===== config.mk =====
export PLATFORM = sky130hd
export DESIGN_NAME = uart_serial_core
export DESIGN_NICKNAME = d
export VERILOG_FILES = /design/src/rtl/uart_core_pkg.sv /design/src/rtl/uart_baud_gen.sv /design/src/rtl/uart_tx_fsm.sv /design/src/rtl/uart_rx_fsm.sv /design/src/rtl/uart_serial_core.sv
export SDC_FILE = /design/constraint.sdc
export NUM_CORES = 1
export LEC_CHECK = 0
export BUFFER_PORTS_ARGS = -buffer_cell sky130_fd_sc_hd__buf_2
export CAP_MARGIN = 20
export CORE_UTILIZATION = 50
export DETAILED_ROUTE_END_ITERATION = 12
export HOLD_SLACK_MARGIN = 0.05
export PLACE_DENSITY = 0.78
export SLEW_MARGIN = 10
export SYNTH_ARGS = -nofsm -noshare
export SYNTH_HDL_FRONTEND = slang
export SYNTH_SLANG_ARGS = --single-unit
export TNS_END_PERCENT = 1

===== constraint.sdc =====
create_clock -name clk -period 7.62 [get_ports clk]
set_input_delay 1.524 -clock clk [delete_from_list [all_inputs] [get_ports clk]]
set_output_delay 1.524 -clock clk [all_outputs]
set_load 0.02 [all_outputs]

===== src/rtl/uart_core_pkg.sv =====
package uart_core_pkg;

    localparam int OVERSAMPLE = 16;

    typedef enum logic [2:0] {
        TX_IDLE,
        TX_START,
        TX_DATA,
        TX_PAR,
        TX_STOP
    } tx_state_e;

    typedef enum logic [2:0] {
        RX_IDLE,
        RX_START,
        RX_DATA,
        RX_PAR,
        RX_STOP,
        RX_BRK
    } rx_state_e;

    typedef struct packed {
        logic [1:0] wlen;
        logic       par_en;
        logic       par_odd;
        logic       par_stick;
        logic       two_stop;
    } frame_cfg_t;

    // Mask keeping the active data bits of a word.
    function automatic logic [7:0] word_mask(input logic [1:0] wlen);
        return 8'hFF >> (3'd3 - {1'b0, wlen});
    endfunction

    // Parity bit value for a word under a given format.
    function automatic logic gen_parity(input logic [7:0] d, input frame_cfg_t c);
        if (c.par_stick) begin
            return c.par_odd;
        end
        return (^(d & word_mask(c.wlen))) ^ c.par_odd;
    endfunction

    // Stop time in ticks: 16, 32, or 24 for a 5-bit word with two stops.
    function automatic logic [5:0] stop_ticks(input frame_cfg_t c);
        if (!c.two_stop) begin
            return 6'd16;
        end
        if (c.wlen == 2'd0) begin
            return 6'd24;
        end
        return 6'd32;
    endfunction

endpackage


===== src/rtl/uart_baud_gen.sv =====
module uart_baud_gen #(
    parameter int DIV_W = 16
) (
    input  logic             clk,
    input  logic             rst_n,
    input  logic [DIV_W-1:0] divisor,
    output logic             tick
);

    logic [DIV_W-1:0] cnt;
    logic [DIV_W-1:0] last_cnt;

    assign last_cnt = (divisor == '0) ? '0 : divisor - DIV_W'(1);

    always_ff @(posedge clk or negedge rst_n) begin
        if (!rst_n) begin
            cnt  <= '0;
            tick <= 1'b0;
        end else if (cnt >= last_cnt) begin
            cnt  <= '0;
            tick <= 1'b1;
        end else begin
            cnt  <= cnt + DIV_W'(1);
            tick <= 1'b0;
        end
    end

    // with a divisor above one, ticks never fall in adjacent cycles
    a_r1_tick_spacing: assert property (@(posedge clk) disable iff (!rst_n)
        (tick && divisor > DIV_W'(1)) |=> (!tick || divisor != $past(divisor)));

endmodule


===== src/rtl/uart_tx_fsm.sv =====
module uart_tx_fsm
    import uart_core_pkg::*;
(
    input  logic       clk,
    input  logic       rst_n,
    input  logic       tick,
    input  frame_cfg_t cfg,
    input  logic       brk_force,
    input  logic [7:0] din,
    input  logic       din_valid,
    output logic       din_ready,
    output logic       line
);

    tx_state_e  state;
    tx_state_e  nxt;
    frame_cfg_t cfg_q;
    logic [7:0] shreg;
    logic       par_q;
    logic [4:0] tcnt;
    logic [2:0] bidx;
    logic [2:0] last_idx;
    logic [5:0] blen;
    logic       bit_done;
    logic       line_raw;

    assign last_idx = 3'd4 + {1'b0, cfg_q.wlen};
    assign blen     = (state == TX_STOP) ? stop_ticks(cfg_q) : 6'(OVERSAMPLE);
    assign bit_done = tick && ({1'b0, tcnt} == blen - 6'd1);

    // State register
    always_ff @(posedge clk or negedge rst_n) begin
        if (!rst_n) begin
            state <= TX_IDLE;
        end else begin
            state <= nxt;
        end
    end

    // Transitions
    always_comb begin
        nxt = state;
        unique case (state)
            TX_IDLE:  if (din_valid) nxt = TX_START;
            TX_START: if (bit_done) nxt = TX_DATA;
            TX_DATA:  if (bit_done && bidx == last_idx) nxt = cfg_q.par_en ? TX_PAR : TX_STOP;
            TX_PAR:   if (bit_done) nxt = TX_STOP;
            TX_STOP:  if (bit_done) nxt = TX_IDLE;
            default:  nxt = TX_IDLE;
        endcase
    end

    // Character and bit timing datapath
    always_ff @(posedge clk or negedge rst_n) begin
        if (!rst_n) begin
            cfg_q <= '0;
            shreg <= '0;
            par_q <= 1'b0;
            tcnt  <= '0;
            bidx  <= '0;
        end else if (state == TX_IDLE) begin
            tcnt <= '0;
            bidx <= '0;
            if (din_valid) begin
                cfg_q <= cfg;
                shreg <= din;
                par_q <= gen_parity(din, cfg);
            end
        end else if (tick) begin
            if (bit_done) begin
                tcnt <= '0;
                if (state == TX_DATA) begin
                    shreg <= {1'b0, shreg[7:1]};
                    bidx  <= bidx + 3'd1;
                end
            end else begin
                tcnt <= tcnt + 5'd1;
            end
        end
    end

    // Outputs
    always_comb begin
        unique case (state)
            TX_IDLE:  line_raw = 1'b1;
            TX_START: line_raw = 1'b0;
            TX_DATA:  line_raw = shreg[0];
            TX_PAR:   line_raw = par_q;
            TX_STOP:  line_raw = 1'b1;
            default:  line_raw = 1'b1;
        endcase
        din_ready = (state == TX_IDLE);
        line      = brk_force ? 1'b0 : line_raw;
    end

    // an accepted byte makes the transmitter busy in the next cycle
    a_r4_busy_after_accept: assert property (@(posedge clk) disable iff (!rst_n)
        (din_valid && din_ready) |=> !din_ready);

    // an idle, unforced transmitter holds the line high
    a_r5_idle_line_high: assert property (@(posedge clk) disable iff (!rst_n)
        (din_ready && !brk_force) |-> line);

    // the data bit index never passes the selected width
    a_r2_index_bound: assert property (@(posedge clk) disable iff (!rst_n)
        (state == TX_DATA) |-> (bidx <= last_idx));

    // stop time is high unless a break is being forced
    a_r4_stop_high: assert property (@(posedge clk) disable iff (!rst_n)
        (state == TX_STOP && !brk_force) |-> line);

endmodule


===== src/rtl/uart_rx_fsm.sv =====
module uart_rx_fsm
    import uart_core_pkg::*;
(
    input  logic       clk,
    input  logic       rst_n,
    input  logic       tick,
    input  frame_cfg_t cfg,
    input  logic       rxd,
    output logic       valid_o,
    output logic [7:0] data_o,
    output logic       perr_o,
    output logic       ferr_o,
    output logic       brk_o
);

    rx_state_e  state;
    rx_state_e  nxt;
    logic [3:0] tcnt;
    logic [2:0] bidx;
    logic [2:0] last_idx;
    logic [7:0] shreg;
    logic [7:0] data_al;
    logic       all_low;
    logic       perr_q;
    logic       start_chk;
    logic       samp;

    assign last_idx  = 3'd4 + {1'b0, cfg.wlen};
    assign data_al   = shreg >> (3'd3 - {1'b0, cfg.wlen});
    assign start_chk = tick && (tcnt == 4'd7);
    assign samp      = tick && (tcnt == 4'd15);

    // State register
    always_ff @(posedge clk or negedge rst_n) begin
        if (!rst_n) begin
            state <= RX_IDLE;
        end else begin
            state <= nxt;
        end
    end

    // Transitions
    always_comb begin
        nxt = state;
        unique case (state)
            RX_IDLE:  if (tick && !rxd) nxt = RX_START;
            RX_START: if (start_chk) nxt = rxd ? RX_IDLE : RX_DATA;
            RX_DATA:  if (samp && bidx == last_idx) nxt = cfg.par_en ? RX_PAR : RX_STOP;
            RX_PAR:   if (samp) nxt = RX_STOP;
            RX_STOP:  if (samp) nxt = (!rxd && all_low) ? RX_BRK : RX_IDLE;
            RX_BRK:   if (tick && rxd) nxt = RX_IDLE;
            default:  nxt = RX_IDLE;
        endcase
    end

    // Sampling datapath and registered outputs
    always_ff @(posedge clk or negedge rst_n) begin
        if (!rst_n) begin
            tcnt    <= '0;
            bidx    <= '0;
            shreg   <= '0;
            all_low <= 1'b1;
            perr_q  <= 1'b0;
            valid_o <= 1'b0;
            data_o  <= '0;
            perr_o  <= 1'b0;
            ferr_o  <= 1'b0;
            brk_o   <= 1'b0;
        end else begin
            valid_o <= 1'b0;
            if (state == RX_IDLE || state == RX_BRK) begin
                tcnt    <= '0;
                bidx    <= '0;
                all_low <= 1'b1;
                perr_q  <= 1'b0;
            end else if (tick) begin
                if (state == RX_START && tcnt == 4'd7) begin
                    tcnt <= '0;
                end else begin
                    tcnt <= tcnt + 4'd1;
                end
                if (samp) begin
                    unique case (state)
                        RX_DATA: begin
                            shreg <= {rxd, shreg[7:1]};
                            bidx  <= bidx + 3'd1;
                            if (rxd) all_low <= 1'b0;
                        end
                        RX_PAR: begin
                            perr_q <= (rxd != gen_parity(data_al, cfg));
                            if (rxd) all_low <= 1'b0;
                        end
                        RX_STOP: begin
                            valid_o <= 1'b1;
                            data_o  <= data_al;
                            perr_o  <= perr_q;
                            ferr_o  <= !rxd;
                            brk_o   <= !rxd && all_low;
                        end
                        default: ;
                    endcase
                end
            end
        end
    end

    // each character is reported by a single-cycle pulse
    a_r6_single_pulse: assert property (@(posedge clk) disable iff (!rst_n)
        valid_o |=> !valid_o);

    // a break carries zero data and a framing error
    a_r9_break_payload: assert property (@(posedge clk) disable iff (!rst_n)
        (valid_o && brk_o) |-> (data_o == 8'h00 && ferr_o));

    // a character with a good stop bit is never a break
    a_r8_good_stop_no_break: assert property (@(posedge clk) disable iff (!rst_n)
        (valid_o && !ferr_o) |-> !brk_o);

    // the data index stays within the selected width
    a_r6_index_bound: assert property (@(posedge clk) disable iff (!rst_n)
        (state == RX_DATA) |-> (bidx <= last_idx));

endmodule


===== src/rtl/uart_serial_core.sv =====
module uart_serial_core
    import uart_core_pkg::*;
#(
    parameter int DIV_W = 16
) (
    input  logic             clk,
    input  logic             rst_n,
    input  logic [DIV_W-1:0] baud_div,
    input  logic [1:0]       word_len,
    input  logic             par_en,
    input  logic             par_odd,
    input  logic             par_stick,
    input  logic             stop_two,
    input  logic             brk_send,
    input  logic             loop_en,
    input  logic [7:0]       tx_data,
    input  logic             tx_valid,
    output logic             tx_ready,
    output logic [7:0]       rx_data,
    output logic             rx_valid,
    output logic             rx_par_err,
    output logic             rx_frm_err,
    output logic             rx_brk,
    input  logic             sin,
    output logic             sout
);

    frame_cfg_t cfg;
    logic       tick;
    logic       tx_line;
    logic       sin_m;
    logic       sin_s;
    logic       rx_line;

    assign cfg.wlen      = word_len;
    assign cfg.par_en    = par_en;
    assign cfg.par_odd   = par_odd;
    assign cfg.par_stick = par_stick;
    assign cfg.two_stop  = stop_two;

    // Two-stage synchronizer on the serial input
    always_ff @(posedge clk or negedge rst_n) begin
        if (!rst_n) begin
            sin_m <= 1'b1;
            sin_s <= 1'b1;
        end else begin
            sin_m <= sin;
            sin_s <= sin_m;
        end
    end

    assign rx_line = loop_en ? tx_line : sin_s;
    assign sout    = loop_en ? 1'b1 : tx_line;

    uart_baud_gen #(.DIV_W(DIV_W)) u_baud (
        .clk     (clk),
        .rst_n   (rst_n),
        .divisor (baud_div),
        .tick    (tick)
    );

    uart_tx_fsm u_tx (
        .clk       (clk),
        .rst_n     (rst_n),
        .tick      (tick),
        .cfg       (cfg),
        .brk_force (brk_send),
        .din       (tx_data),
        .din_valid (tx_valid),
        .din_ready (tx_ready),
        .line      (tx_line)
    );

    uart_rx_fsm u_rx (
        .clk     (clk),
        .rst_n   (rst_n),
        .tick    (tick),
        .cfg     (cfg),
        .rxd     (rx_line),
        .valid_o (rx_valid),
        .data_o  (rx_data),
        .perr_o  (rx_par_err),
        .ferr_o  (rx_frm_err),
        .brk_o   (rx_brk)
    );

endmodule


After elaboration in Yosys (flattened, before gate mapping)
Index checks and enable logic that the tools add are counted.
{ "op_classes": {"eq_ne": 26, "n_addsub": 10, "bitwise": 5, "order_cmp": 1, "shift": 2, "reduce_logical": 37, "n_mux": 77} }
{ "ops": {"columns": ["op", "count"], "rows": [
  ["$mux W3", 22],
  ["$mux W8", 5],
  ["$mux W1", 33],
  ["$mux W16", 2],
  ["$mux W6", 5],
  ["$ne A2 B1 Y1 const B", 10],
  ["$pmux W3 S6", 1],
  ["$reduce_bool A2 Y1", 9],
  ["$add A16 B1 Y16 const B", 1],
  ["$and A8 B8 Y8", 2],
  ["$ge A16 B16 Y1", 1],
  ["$logic_not A16 Y1", 1],
  ["$reduce_and A4 Y1", 4],
  ["$reduce_xor A8 Y1", 2],
  ["$sub A16 B1 Y16 const B", 1],
  ["$mux W5", 3],
  ["$pmux W3 S5", 1],
  ["$eq A3 B2 Y1 const B", 4],
  ["$mux W4", 3],
  ["$eq A3 B3 Y1 const B", 3],
  ["$logic_and A1 B1 Y1", 9],
  ["$reduce_and A3 Y1", 3],
  ["$shr A8 B3 Y8", 1],
  ["$shr A8 B3 Y8 const A", 1],
  ["25 further kinds", 31]
]} }
{ "totals": {"ff_bits": 75, "inputBits": 36, "out_inout_bits": 14, "word_cells": 181} }

Depth between registers and ports, before layout
{ "logic_depth": {"ltp_word": 15, "depth_mapped": 13, "ltp_nobuf": 12} }

Cells and area by module
Synthesis repeated with hierarchy kept, for this count alone.
{ "unflattened": {"cells_unflattened": 520, "area_unflattened_um2": 4889.7} }
{ "modules_own_cells": {"columns": ["module", "instances", "area_per_inst_um2", "cells_each"], "rows": [
  ["uart_rx_fsm", 1, 1767.9, 182],
  ["uart_baud_gen", 1, 1631.6, 179],
  ["uart_tx_fsm", 1, 1416.4, 155],
  ["uart_serial_core", 1, 73.8, 4]
]} }

Worst setup path after synthesis
Ideal clock, no wire load.
{ "synth_path": {"kind": "in2reg", "from": "in baud_div[11]", "to": "reg u_baud.cnt[14]", "path_stages": 12, "path_buffers": 3, "t_arrival_ps": 4144, "path_slack_ps": 3327, "setup_time_ps": 149, "cell_sequence": "or4_1 nor4_2 nand3_1 clkbuf_1 nand2_1 ha_1 nand4_1 nor2_1 o2111a_1 clkbuf_1 clkbuf_1 a211oi_1"} }
{ "synth_via": {"elab_chain_len": 4, "elab_cells_between_ends": 5, "cone_classes": "add/sub: 1; order compare: 1; mux: 2; reduce/logical: 1"} }
{ "synth_rtl": {"columns": ["element", "line_no", "rtl"], "rows": [
  ["from (decl)", "uart_serial_core.sv:8", "input logic [DIV_W-1:0] baud_div,"],
  ["$sub A16 B1 Y16 / $logic_not A16 Y1 (equally long branches)", "uart_baud_gen.sv:13", "assign last_cnt = (divisor == '0) ? '0 : divisor - DIV_W'(1);"],
  ["$mux W16 (*)", "uart_baud_gen.sv:13", null],
  ["$ge A16 B16 Y1 (*)", "uart_baud_gen.sv:19", "end else if (cnt >= last_cnt) begin"],
  ["$mux W16 (*)", "uart_baud_gen.sv:19", null],
  ["to (signal assigned)", "uart_baud_gen.sv:23", "cnt <= cnt + DIV_W'(1);"],
  ["to (decl)", "uart_baud_gen.sv:10", "logic [DIV_W-1:0] cnt;"]
]} }
Mark *: on every way between the ends. The rest lies on a longest branch, timed or not.
A chain may end at the register's enable or synchronous reset.

Final worst setup path
{ "layout_path": {"from": "in baud_div[11]", "to": "reg u_baud.cnt[3]"} }
The elaborated chain is that of the path after synthesis.

==> flow_summary.toml <==
[grt]
met1_usage = 0.277
use_met2 = 0.335
grt_max_degree = 76
antenna_found_initial = 0
grt_pass1_vias = 3623
grt.busiest_layer = "met2"
grt_usage = 0.204
grt_overflow = 0
grt_use_met3 = 0.0258
grt_pass1_wl_um = 16500

[setup_path]
path_max_fanout = 17
slowest_stage = "or4_1"
path_delay_family = "simple AND/OR/NAND/NOR gates"
cp.required_ps = 7860
cpMostUsedCell = "a21o_1"
r2r_slack_ps = 4440
crit_buf_inv = 1
crit_chain = "buf_2 > or4_1 > nor4_2 > nand3_1 > nand2b_1 > ha_1 > a21o_1 > a21o_1 > a21o_1 > a211o_1 > a211oi_1"
startpoint_type = "primary input"
path_class = "in2reg"
worstPathArrival_ps = 4740
end_kind = "register"
critPathMaxStageDelay_ps = 600

[logic_synthesis]
synth_xor_area_frac = 0.0933
ys_async_sr_fraction = 1.00
synthesis.nets = 575
synth_top_area_cell = "dfrtp_1"
yosys.cell_types.count = 59
ys_ff_latch = 75
ys.flop_type = "dfrtp_1"
synthMuxAreaShare = 0.0806
synthAdderAreaFrac = 0.0646
synth_compound_area_frac = 0.154
synth_top_family_by_area = "simple AND/OR/NAND/NOR gates"
synth.top_cell.area_share = 0.372
yosys-top-cells-area = "dfrtp_1 (37%), ha_1 (6.5%), xor2_1 (5.4%)"
mappedNetlistArea_um2 = 4840
yosys.area_share.simple = 0.182
yosysSeqAreaShare = 0.388
netlist_instances = 514
ys_warn_count = 0
syn_area_per_cell_um2 = 9.42
synth-edff-count = 0

[timing]
setup_slack_ps = 3120
rsz0062_at_grt = "false"
fin_skew_ps = 12.3
fin_crit_ps = 4500
worst_pin_slew_ps = 922
report.final.setup_viol = 0
fin_tns_setup_ps = 0
hold_viol = 0
fmax_mhz = 222
finalCritPeriodShare = 0.591
relSlewSlack = 0.385
slew_viol_final = 0

[route]
ant_nets = 0
first_pass_iters = 4
finalWirelength_um = 9540
routedWlPerCell_um = 13.9
first_iter_violations = 174
detail_route.vias_per_cell = 5.54
num_vias = 3799
drc_errors = 0

[floorplan]
die-area_um2 = 10100
start_util = 0.519
coreArea_um2 = 9330
die_h_um = 100
dieWidth_um = 100
ios = 50
rows = 35

[place]
port_buffers = 49
hpwlAfterDp_um = 6860
place.gp.congestion = 0.896
dp_slack_ps = 2740

[clock_tree]
clock-sinks = 75
post_cts_buffers = 0
cts_resized = 0
path_clk_slew_ps = 80
numCtsBuffers = 9
cts_hold_buf = 0
htree_levels = 3
insertion_delay_ps = 350
root_buffer = "clkbuf_8"
cts_tree = "yes"
clock_path_buffers = 2

[power_and_ir_drop]
p_leak_nw = 2.51
peakVddDrop_mv = 0.0836
power_density_nw_per_um2 = 194

[run_status]
status = "finished, final reports clean"

[finish]
drive_gt1_frac = 0.180
multi_input_area_um2 = 2790
layout_common_cells = "dfrtp_1 (72), nand2_1 (61), buf_2 (49), nor2_1 (35), o21ai_0 (31)"
final_common_cell = "dfrtp_1"
seqCellArea_um2 = 1880
num_antenna_cells = 0
finalNetCount = 613
fillerInstances = 809
areaGrowthSynthToFinish_pct = 10.8

[job]
drv_cap = 0

[worst_hold_path]
hold_class = "reg2reg"
sequential cells by signal (all words and copies together) (netlist names):
signal	cells
u_tx.cfg_q	4
u_tx.bidx	3
u_rx.shreg	8
sin_m	1
u_baud.cnt	16
u_rx.perr_o	1
u_rx.data_o	8
u_tx.tcnt	5
u_rx.valid_o	1
u_rx.bidx	3
u_rx.tcnt	4
u_tx.state	3
u_rx.perr_q	1
u_rx.brk_o	1
u_rx.ferr_o	1
u_tx.par_q	1
u_rx.all_low	1
u_rx.state	3
u_baud.tick	1
u_tx.shreg	8
sin_s	1
final timing paths:
check,startpoint,endpoint,cells after the start
max,baud_div[11],u_baud.cnt[3],11
min,sin_m,sin_s,0
max reg2reg,u_tx.state[1],u_tx.shreg[7],8
min reg2reg,sin_m,sin_s,0
max in group asynchronous,rst_n,u_baud.cnt[11],2
min in group asynchronous,rst_n,u_tx.bidx[1],2
synth_stat cells (all sizes together) (3+ instances only):
master and instances:
o21bai 3, xnor2 19, nor2b 5, buf 10
nor4 6, nand4 7, dfrtp 72, and4 4
ha 25, a22o 3, o211ai 3, nand2b 8
nor2 35, mux2 14, a21o 8, nand2 61
dfstp 3, a21oi 25, nor3b 4, inv 15
clkbuf 15, o21ai 34, xor2 30, a211oi 17
or3 3, and3 4, a21boi 3, nor3 8
nand3 21, mux2i 21
cell type report:
class	instances	area share
Sequential cell	75	0.351
Tap cell	129	0.0301
Timing Repair Buffer	52	0.0499
Clock inverter	4	0.00886
Clock buffer	12	0.0308
Multi-Input combinational cell	399	0.519
Inverter	15	0.0105
power breakdown:
group	leakage, nW	internal [W]	switching, W	total (W)
Clock	0.108	0.000177	0.000148	0.000325
Sequential	0.927	0.000451	0.0000511	0.000502
Combinational	1.48	0.0000969	0.000118	0.000215
through the flow:
step                instances  hold WS [ps]  cell area [um2]   util  power (W)
floorplan                 514           345             4840      -   0.000667
global placement          669           352             5140  0.551   0.000712
detailed placement        669           356             5140  0.551   0.000724
CTS                       685           368             5360  0.574    0.00105
global route              686           373             5360  0.575    0.00110
finish                    686           369             5360  0.575    0.00104
cell families (layout without fill, tap and decap cells):
group           Yosys count  after routing
compound gates          111            111
xor+xnor                 50             50
fa+ha+maj                25             25
buf+inv                  40             83
flops                    75             75
mux                      36             36
simple gates            177            177
worst register-to-register path, cell delays in order, from the launching register on:
cell and delay, ps:
dfrtp_1 530, nand4bb_1 360, or3_1 400, ha_1 340, xnor2_1 130, nor3_1 380, o211ai_1 190, a21oi_2 530
o21ai_0 180
layer usage:
| layer | wire [um] | share of wire | vias up |
|---|---|---|---|
| li1 | - | - | 1904 |
| met1 | 4520 | 0.47 | 1806 |
| met2 | 4590 | 0.48 | 75 |
| met3 | 260 | 0.027 | 14 |
| met4 | 161 | 0.017 | 0 |
| met5 | 0 | 0 | - |
Note: power is estimated with default switching activity, not from simulation.
